===== src/rtl/pgd_irq_pkg.sv =====
package pgd_irq_pkg;

    localparam int STAT_W = 8;

    // status byte positions
    localparam int S_RXLVL = 0;
    localparam int S_CHG   = 1;
    localparam int S_CALL  = 2;
    localparam int S_PTR   = 3;
    localparam int S_ALERT = 4;
    localparam int S_OOR   = 5;
    localparam int S_BAT   = 6;
    localparam int S_PER   = 7;

    // control (enable) positions
    localparam int E_RXCHG = 0;
    localparam int E_SYNC  = 1;
    localparam int E_CALL  = 2;
    localparam int E_PTR   = 3;
    localparam int E_ALERT = 4;
    localparam int E_OOR   = 5;
    localparam int E_BAT   = 6;
    localparam int E_PER   = 7;

    typedef struct packed {
        logic call;
        logic ptr;
        logic alert;
        logic period;
        logic oor_chg;
        logic bat_chg;
        logic rx_chg;
    } pend_t;

    typedef enum logic [1:0] {
        CALL_IDLE      = 2'd0,
        CALL_WAIT_SYNC = 2'd1,
        CALL_RELEASED  = 2'd2
    } call_state_e;

    typedef enum logic {
        IRQ_QUIET  = 1'b0,
        IRQ_RAISED = 1'b1
    } irq_state_e;

    typedef enum logic [1:0] {
        ACC_NONE    = 2'd0,
        ACC_IDX_WR  = 2'd1,
        ACC_DATA_WR = 2'd2,
        ACC_DATA_RD = 2'd3
    } acc_e;

endpackage


===== src/rtl/pgd_event_flags.sv =====
module pgd_event_flags
    import pgd_irq_pkg::*;
(
    input  logic  clk,
    input  logic  rst_n,
    input  logic  ev_call,
    input  logic  ev_ptr,
    input  logic  ev_alert,
    input  logic  ev_period,
    input  logic  lvl_oor,
    input  logic  lvl_bat,
    input  logic  lvl_rx,
    input  logic  clr,
    output pend_t pend
);

    logic oor_prev, bat_prev, rx_prev;
    logic oor_edge, bat_edge, rx_edge;

    assign oor_edge = lvl_oor ^ oor_prev;
    assign bat_edge = lvl_bat ^ bat_prev;
    assign rx_edge  = lvl_rx  ^ rx_prev;

    always_ff @(posedge clk or negedge rst_n) begin
        if (!rst_n) begin
            pend     <= '0;
            oor_prev <= 1'b0;
            bat_prev <= 1'b0;
            rx_prev  <= 1'b0;
        end else begin
            pend.call    <= (pend.call    & ~clr) | ev_call;
            pend.ptr     <= (pend.ptr     & ~clr) | ev_ptr;
            pend.alert   <= (pend.alert   & ~clr) | ev_alert;
            pend.period  <= (pend.period  & ~clr) | ev_period;
            pend.oor_chg <= (pend.oor_chg & ~clr) | oor_edge;
            pend.bat_chg <= (pend.bat_chg & ~clr) | bat_edge;
            pend.rx_chg  <= (pend.rx_chg  & ~clr) | rx_edge;
            oor_prev     <= lvl_oor;
            bat_prev     <= lvl_bat;
            rx_prev      <= lvl_rx;
        end
    end


    keep_on_clear_chk: assert property (@(posedge clk) disable iff (!rst_n)
        ev_period |=> pend.period);


    clear_ptr_chk: assert property (@(posedge clk) disable iff (!rst_n)
        (clr && !ev_ptr) |=> !pend.ptr);

endmodule


===== src/rtl/pgd_call_gate.sv =====
module pgd_call_gate
    import pgd_irq_pkg::*;
(
    input  logic clk,
    input  logic rst_n,
    input  logic call_pend,
    input  logic rx_on,
    input  logic sync_stb,
    input  logic clr,
    output logic release_o
);

    call_state_e state_q, state_d;

    always_comb begin
        state_d = state_q;
        unique case (state_q)
            CALL_IDLE: begin
                if (call_pend && rx_on && !clr)
                    state_d = sync_stb ? CALL_RELEASED : CALL_WAIT_SYNC;
            end
            CALL_WAIT_SYNC: begin
                if (clr)
                    state_d = CALL_IDLE;
                else if (sync_stb)
                    state_d = CALL_RELEASED;
            end
            CALL_RELEASED: begin
                if (clr)
                    state_d = CALL_IDLE;
            end
            default: state_d = CALL_IDLE;
        endcase
    end

    always_ff @(posedge clk or negedge rst_n) begin
        if (!rst_n) state_q <= CALL_IDLE;
        else        state_q <= state_d;
    end

    always_comb begin
        release_o = (state_q == CALL_RELEASED);
    end


    sync_release_chk: assert property (@(posedge clk) disable iff (!rst_n)
        $rose(release_o) |-> $past(sync_stb));


    gate_reset_chk: assert property (@(posedge clk) disable iff (!rst_n)
        clr |=> !release_o);

endmodule


===== src/rtl/pgd_irq_fsm.sv =====
module pgd_irq_fsm
    import pgd_irq_pkg::*;
(
    input  logic clk,
    input  logic rst_n,
    input  logic trigger,
    input  logic clr,
    input  logic pol,
    output logic irq_o
);

    irq_state_e state_q, state_d;

    always_comb begin
        state_d = state_q;
        unique case (state_q)
            IRQ_QUIET:  if (trigger && !clr) state_d = IRQ_RAISED;
            IRQ_RAISED: if (clr)             state_d = IRQ_QUIET;
            default:    state_d = IRQ_QUIET;
        endcase
    end

    always_ff @(posedge clk or negedge rst_n) begin
        if (!rst_n) state_q <= IRQ_QUIET;
        else        state_q <= state_d;
    end

    always_comb begin
        irq_o = (state_q == IRQ_RAISED) ? pol : ~pol;
    end


    drop_on_read_chk: assert property (@(posedge clk) disable iff (!rst_n)
        clr |=> (state_q == IRQ_QUIET));

endmodule


===== src/rtl/pgd_host_port.sv =====
module pgd_host_port
    import pgd_irq_pkg::*;
#(
    parameter int DATA_W     = 8,
    parameter int IDX_W      = 4,
    parameter int STUB_LAST  = 10,
    parameter logic [DATA_W-1:0] CTRL_RESET = '1
) (
    input  logic              clk,
    input  logic              rst_n,
    input  logic              bus_sel,
    input  logic              bus_we,
    input  logic              bus_reg,
    input  logic [DATA_W-1:0] bus_wdata,
    input  logic [DATA_W-1:0] status_word,
    output logic [DATA_W-1:0] bus_rdata,
    output logic              status_rd,
    output logic [DATA_W-1:0] ctrl
);

    localparam logic [IDX_W-1:0] LAST_IDX = IDX_W'(STUB_LAST);

    acc_e              acc;
    logic [IDX_W-1:0]  idx_q;
    logic [DATA_W-1:0] stub_q [STUB_LAST];

    always_comb begin
        acc = ACC_NONE;
        if (bus_sel) begin
            unique case ({bus_we, bus_reg})
                2'b10:   acc = ACC_IDX_WR;
                2'b11:   acc = ACC_DATA_WR;
                2'b01:   acc = ACC_DATA_RD;
                default: acc = ACC_NONE;
            endcase
        end
    end

    assign status_rd = (acc == ACC_DATA_RD) && (idx_q == '0);

    always_ff @(posedge clk or negedge rst_n) begin
        if (!rst_n) begin
            idx_q <= '0;
            ctrl  <= CTRL_RESET;
            for (int i = 0; i < STUB_LAST; i++) stub_q[i] <= '0;
        end else begin
            if (acc == ACC_IDX_WR)
                idx_q <= bus_wdata[IDX_W-1:0];
            if (acc == ACC_DATA_WR && idx_q == '0)
                ctrl <= bus_wdata;
            for (int i = 0; i < STUB_LAST; i++) begin
                if (acc == ACC_DATA_WR && idx_q == IDX_W'(i + 1))
                    stub_q[i] <= bus_wdata;
            end
        end
    end

    always_comb begin
        bus_rdata = '0;
        if (idx_q == '0)
            bus_rdata = status_word;
        for (int i = 0; i < STUB_LAST; i++) begin
            if (idx_q == IDX_W'(i + 1))
                bus_rdata = stub_q[i];
        end
    end


    idx_mask_chk: assert property (@(posedge clk) disable iff (!rst_n)
        (acc == ACC_IDX_WR) |=> (idx_q == $past(bus_wdata[IDX_W-1:0])));


    reserved_rd_chk: assert property (@(posedge clk) disable iff (!rst_n)
        (idx_q > LAST_IDX) |-> (bus_rdata == '0));


    ctrl_hold_chk: assert property (@(posedge clk) disable iff (!rst_n)
        (acc != ACC_DATA_WR) |=> $stable(ctrl));

endmodule


===== src/rtl/pgd_irq_status.sv =====
module pgd_irq_status
    import pgd_irq_pkg::*;
#(
    parameter int DATA_W    = 8,
    parameter int IDX_W     = 4,
    parameter int STUB_LAST = 10,
    parameter logic [DATA_W-1:0] CTRL_RESET = '1
) (
    input  logic              clk,
    input  logic              rst_n,
    input  logic              ev_call,
    input  logic              ev_ptr,
    input  logic              ev_alert,
    input  logic              ev_period,
    input  logic              lvl_oor,
    input  logic              lvl_bat,
    input  logic              lvl_rx,
    input  logic              sync_stb,
    input  logic              irq_pol,
    input  logic              bus_sel,
    input  logic              bus_we,
    input  logic              bus_reg,
    input  logic [DATA_W-1:0] bus_wdata,
    output logic [DATA_W-1:0] bus_rdata,
    output logic              irq_out
);

    pend_t             pend;
    logic              status_rd;
    logic [DATA_W-1:0] ctrl;
    logic [DATA_W-1:0] status_word;
    logic [STAT_W-1:0] stat8;
    logic              call_rel;
    logic              due_now, due_rx_off, due_sync, trigger;

    pgd_event_flags u_flags (
        .clk       (clk),
        .rst_n     (rst_n),
        .ev_call   (ev_call),
        .ev_ptr    (ev_ptr),
        .ev_alert  (ev_alert),
        .ev_period (ev_period),
        .lvl_oor   (lvl_oor),
        .lvl_bat   (lvl_bat),
        .lvl_rx    (lvl_rx),
        .clr       (status_rd),
        .pend      (pend)
    );

    pgd_call_gate u_call (
        .clk       (clk),
        .rst_n     (rst_n),
        .call_pend (pend.call),
        .rx_on     (lvl_rx),
        .sync_stb  (sync_stb),
        .clr       (status_rd),
        .release_o (call_rel)
    );

    always_comb begin
        stat8          = '0;
        stat8[S_RXLVL] = lvl_rx;
        stat8[S_CHG]   = pend.oor_chg | pend.bat_chg | pend.rx_chg;
        stat8[S_CALL]  = pend.call;
        stat8[S_PTR]   = pend.ptr;
        stat8[S_ALERT] = pend.alert;
        stat8[S_OOR]   = lvl_oor;
        stat8[S_BAT]   = lvl_bat;
        stat8[S_PER]   = pend.period;
        status_word    = DATA_W'(stat8);
    end

    always_comb begin
        due_now    = (pend.ptr    & ctrl[E_PTR])
                   | (pend.alert  & ctrl[E_ALERT])
                   | (pend.period & ctrl[E_PER])
                   | (pend.rx_chg & ctrl[E_RXCHG]);
        due_rx_off = ~lvl_rx & ((pend.call    & ctrl[E_CALL])
                              | (pend.oor_chg & ctrl[E_OOR])
                              | (pend.bat_chg & ctrl[E_BAT]));
        due_sync   = call_rel & ctrl[E_CALL] & ctrl[E_SYNC];
        trigger    = due_now | due_rx_off | due_sync;
    end

    pgd_host_port #(
        .DATA_W     (DATA_W),
        .IDX_W      (IDX_W),
        .STUB_LAST  (STUB_LAST),
        .CTRL_RESET (CTRL_RESET)
    ) u_host (
        .clk         (clk),
        .rst_n       (rst_n),
        .bus_sel     (bus_sel),
        .bus_we      (bus_we),
        .bus_reg     (bus_reg),
        .bus_wdata   (bus_wdata),
        .status_word (status_word),
        .bus_rdata   (bus_rdata),
        .status_rd   (status_rd),
        .ctrl        (ctrl)
    );

    pgd_irq_fsm u_irq (
        .clk     (clk),
        .rst_n   (rst_n),
        .trigger (trigger),
        .clr     (status_rd),
        .pol     (irq_pol),
        .irq_o   (irq_out)
    );


    immediate_ptr_chk: assert property (@(posedge clk) disable iff (!rst_n)
        (pend.ptr && ctrl[E_PTR] && !status_rd) |=> (irq_out == irq_pol));


    inactive_after_read_chk: assert property (@(posedge clk) disable iff (!rst_n)
        status_rd |=> (irq_out != irq_pol));


    deferred_bat_chk: assert property (@(posedge clk) disable iff (!rst_n)
        (pend.bat_chg && ctrl[E_BAT] && !lvl_rx && !status_rd) |=> (irq_out == irq_pol));

endmodule


===== config.mk =====
export PLATFORM = sky130hd
export DESIGN_NAME = pgd_irq_status
export DESIGN_NICKNAME = d
export VERILOG_FILES = /design/src/rtl/pgd_irq_pkg.sv /design/src/rtl/pgd_event_flags.sv /design/src/rtl/pgd_call_gate.sv /design/src/rtl/pgd_irq_fsm.sv /design/src/rtl/pgd_host_port.sv /design/src/rtl/pgd_irq_status.sv
export SDC_FILE = /design/constraint.sdc
export NUM_CORES = 1
export LEC_CHECK = 0
export CORE_MARGIN = 10
export CORE_UTILIZATION = 57
export DETAILED_ROUTE_END_ITERATION = 16
export DONT_BUFFER_PORTS = 1
export PLACE_DENSITY = 0.79
export SYNTH_ARGS = -nofsm -noshare
export SYNTH_HDL_FRONTEND = slang
export SYNTH_SLANG_ARGS = --single-unit
export TNS_END_PERCENT = 20

===== constraint.sdc =====
create_clock -name clk -period 1.7 [get_ports clk]
set_input_delay 0.34 -clock clk [delete_from_list [all_inputs] [get_ports clk]]
set_output_delay 0.34 -clock clk [all_outputs]
set_load 0.03 [all_outputs]

==> results.tsv <==
stage	metric	value	unit
outcome	outcome	finished, violations left	
outcome	failing checks	negative hold slack, negative setup slack	
setup_path	WP data required	1.36	ns
global_route	GRT overflow	0	
floorplanning	I/O Pins	31	
detailed_routing	# DRC	0	
synthesis	register area share after synthesis	0.5141	
detailed_routing	Total Wirelength	13970	µm
synthesis	Post-Synthesis Cells	391	
synthesis	asr flop ratio synth	1.000	
synthesis	Mapped Nets	416	
timing	crit path time final	2.425	ns
placement	dpl cell area	5776	µm²
floorplanning	initial core utilization	0.5882	
synthesis	Post-Syn Area	5130	µm²
placement	Port Buf Inserts	0	
timing	Max Slew Vio Count	0	
floorplanning	Die Footprint	13190	µm²
timing	worst hold slack	-0.3610	ns
cells_and_area	proportion of layout cells with a drive suffix above 1	0.5354	
power_and_ir_drop	maximum vdd drop	898.1	µV
cells_and_area	total inserted antenna cells	0	
setup_path	CP startpoint kind	register	
cells_and_area	area of the multi-input gates	2746	µm²
global_route	vias in the first global route	3815	
timing	fin crit share	1.427	
hold_path	Hold Crit Class	in -> async	
floorplanning	core area	8721	µm²
timing	Final Setup Violations	93	
floorplanning	Die Ht	114.9	µm
cells_and_area	Fillers	453	
detailed_routing	via count	3654	
detailed_routing	vias per cell	6.525	
detailed_routing	drt wl/cell	24.94	µm
setup_path	Crit Path Max Fanout	8	
global_route	largest net degree at the start of global routing	106	
power_and_ir_drop	Lkg Pwr	2.878	nW
clock_tree	Clock Latency Late Sink	0.39	ns
timing	Max Clock Skew	0.01386	ns
timing	Slew @ Worst Pin	0.4426	ns
setup_path	crit path kind	reg -> out	
global_route	initial antenna violation count	0	
synthesis	Unique masters post-synth	55	
timing	Fin Setup TNS	-14.58	ns
clock_tree	CTS hold repair buffers	3	
synthesis	Synth area leaders	dfrtp_1 47%, mux2_2 19%, dfstp_2 4.1%, mux4_2 2.6%, mux2_4 2.3%	
timing	Highest Clock Rate	412.4	MHz
placement	post-DP HPWL	8558	µm
clock_tree	Clock transition at path regs	0.11	ns
detailed_routing	drt first pass iters	5	
timing	Worst slew margin	0.7046	
clock_tree	CTS Buffer Depth	2	
cells_and_area	design area	6491	µm²
synthesis	ys flop type	dfrtp_1	
clock_tree	CTS tree	done	
detailed_routing	wl on met1	5802	µm
floorplanning	Rows	34	
synthesis	Synth Register Bits	105	
detailed_routing	Routed Antenna Nets	0	
synthesis	synthesized area per cell	13.12	µm²
setup_path	Arr. time, crit path	2.09	ns
timing	Fin. Hold Viols	105	
timing	Setup WS post-layout	-0.7251	ns
floorplanning	Die X-Extent	114.9	µm
synthesis	Synth top area share	0.4732	
cells_and_area	Nets	472	
synthesis	number of synthesized flops with an enable pin	0	
power_and_ir_drop	PwrDens	1340	nW/µm²
clock_tree	CTS H-tree depth	3	
clock_tree	clk sinks	105	
timing	RSZ-0062 raised after global routing	true	
detailed_routing	initial drt markers	326	
cells_and_area	area grow syn2layout	26.54	%
cells_and_area	Seq. cell area	2643	µm²
synthesis	Synth Warn #	0	
placement	GP Congestion	0.9118	
clock_tree	CTS buffer count	9	
clock_tree	Clock Root Buffer	clkbuf_8	
global_route	first-pass GRT wire length	20240	µm
detailed_routing	Highest Signal Layer	met4	
global_route	Global Route Usage Sum	0.1959	
detailed_routing	met2 wire length	6989	µm
setup_path	CP endpoint kind	output pin	
synthesis	leading area contributor after synthesis	dfrtp_1	
detailed_routing	routed wl met3	806	µm
run	max-cap violations	0	
-- logic make-up after synthesis --
logic type | synth area share
AOI/OAI and AO/OA | 0.09927
xor gates and xnor gates | 0.006831
adders and majority gates | 0.007318
buffers and inverters | 0.03171
DFF | 0.5141
muxes | 0.2520
and+or+nand+nor | 0.08878
-- cell usage in the layout, fill, tap and decap left out, types with 5 or more instances in the layout --
cell / Yosys / final
o22ai_1: 8 / 6
buf_4: 4 / 45
o21ai_0: 11 / 7
nand2_1: 11 / 10
dfrtp_1: 97 / 93
o211ai_1: 8 / 8
nor2_1: 12 / 8
dfstp_2: 8 / 8
a21oi_1: 12 / 12
nor3_4: 5 / 6
mux2_2: 85 / 26
mux2i_1: 8 / 7
mux4_2: 6 / 6
a22oi_2: 0 / 5
a21o_1: 7 / 7
buf_6: 1 / 16
buf_12: 0 / 6
clkbuf_8: 0 / 9
mux2_4: 8 / 67
-- metrics by stage --
stage | power [mW] | util | setup WS, ns | std cells
floorplan | 5.663 | - | -0.2386 | 391
global placement | 6.281 | 0.6623 | -0.3405 | 532
detailed placement | 6.422 | 0.6623 | -0.3942 | 532
CTS | 8.140 | 0.7042 | -0.6486 | 556
global route | 9.044 | 0.7443 | -0.7700 | 560
finish | 8.699 | 0.7443 | -0.7251 | 560
-- final timing paths --
path,from,endpoint,slack (ns),cells after the start
worst max-delay path,u_host.idx_q[0],bus_rdata[3],-0.73,4
worst min-delay path,rst_n,u_flags.pend[0],-0.36,0
worst max register to register,u_host.idx_q[0],u_host.stub_q[66],-0.23,6
worst min register to register,u_host.stub_q[25],u_host.stub_q[25],0.52,1
max in group asynchronous,rst_n,u_host.ctrl[6],1.87,0
min in group clk,ev_call,u_flags.pend[6],0.04,1
-- what timing repair did --
item | 4_1_cts | 5_1_grt
gates resized for setup | 25 | 80
endpoints found under the setup margin | 106 | 101
hold endpoints to repair | 108 | 105
setup buffers | 5 | 2
cloned | 0 | 2
pin swaps | 7 | 15
-- metal layers --
layer	track usage	vias up
met2	0.3187	143
met4	0.08828	0
li1	-	1556
met3	0.04583	37
met5	0	-
met1	0.2432	1918
-- registers in the layout, summed over array words and instances, names as in the netlist --
name              flops
u_flags.rx_prev       1
u_host.ctrl           8
u_flags.pend          7
u_flags.bat_prev      1
u_flags.oor_prev      1
u_host.idx_q          4
u_call.state_q        2
u_irq.state_q         1
u_host.stub_q        80
-- cell type report --
| cell class | count | share of cell area |
|---|---|---|
| repair buffers | 74 | 0.1122 |
| clock buffers | 9 | 0.01908 |
| well taps | 108 | 0.02082 |
| clock inverters | 7 | 0.01234 |
| multi-input cells | 253 | 0.4231 |
| flip-flops and latches | 105 | 0.4071 |
| inverters | 4 | 0.005397 |
-- critical path, cell delays in order, from the launching register on --
cell and delay, ns:
dfrtp_2 0.54, buf_8 0.17, mux4_2 0.53, a22oi_2 0.29, o22ai_4 0.16
-- synth_stat cells, drive strengths merged, types with 3 or more instances --
| cell | number |
|---|---|
| dfrtp | 97 |
| mux2 | 93 |
| buf | 23 |
| nor2 | 13 |
| a21oi | 12 |
| nand2 | 11 |
| nor3 | 11 |
| o21ai | 11 |
| dfstp | 8 |
| mux2i | 8 |
| o211ai | 8 |
| o22ai | 8 |
| a21o | 7 |
| clkbuf | 7 |
| mux4 | 6 |
| nor2b | 6 |
| a22oi | 5 |
| inv | 4 |
| nand2b | 4 |
| nand3b | 4 |
| o2bb2ai | 4 |
| ha | 3 |
| nor4 | 3 |
| o21a | 3 |
| xor2 | 3 |
-- power by group --
part | total [mW] | switching, mW | internal [mW] | leakage, nW
logic | 3.30 | 1.44 | 1.85 | 1.45
clock network | 1.58 | 0.991 | 0.588 | 0.0998
registers | 3.82 | 0.554 | 3.27 | 1.32
(Power assumes the default switching activity.)
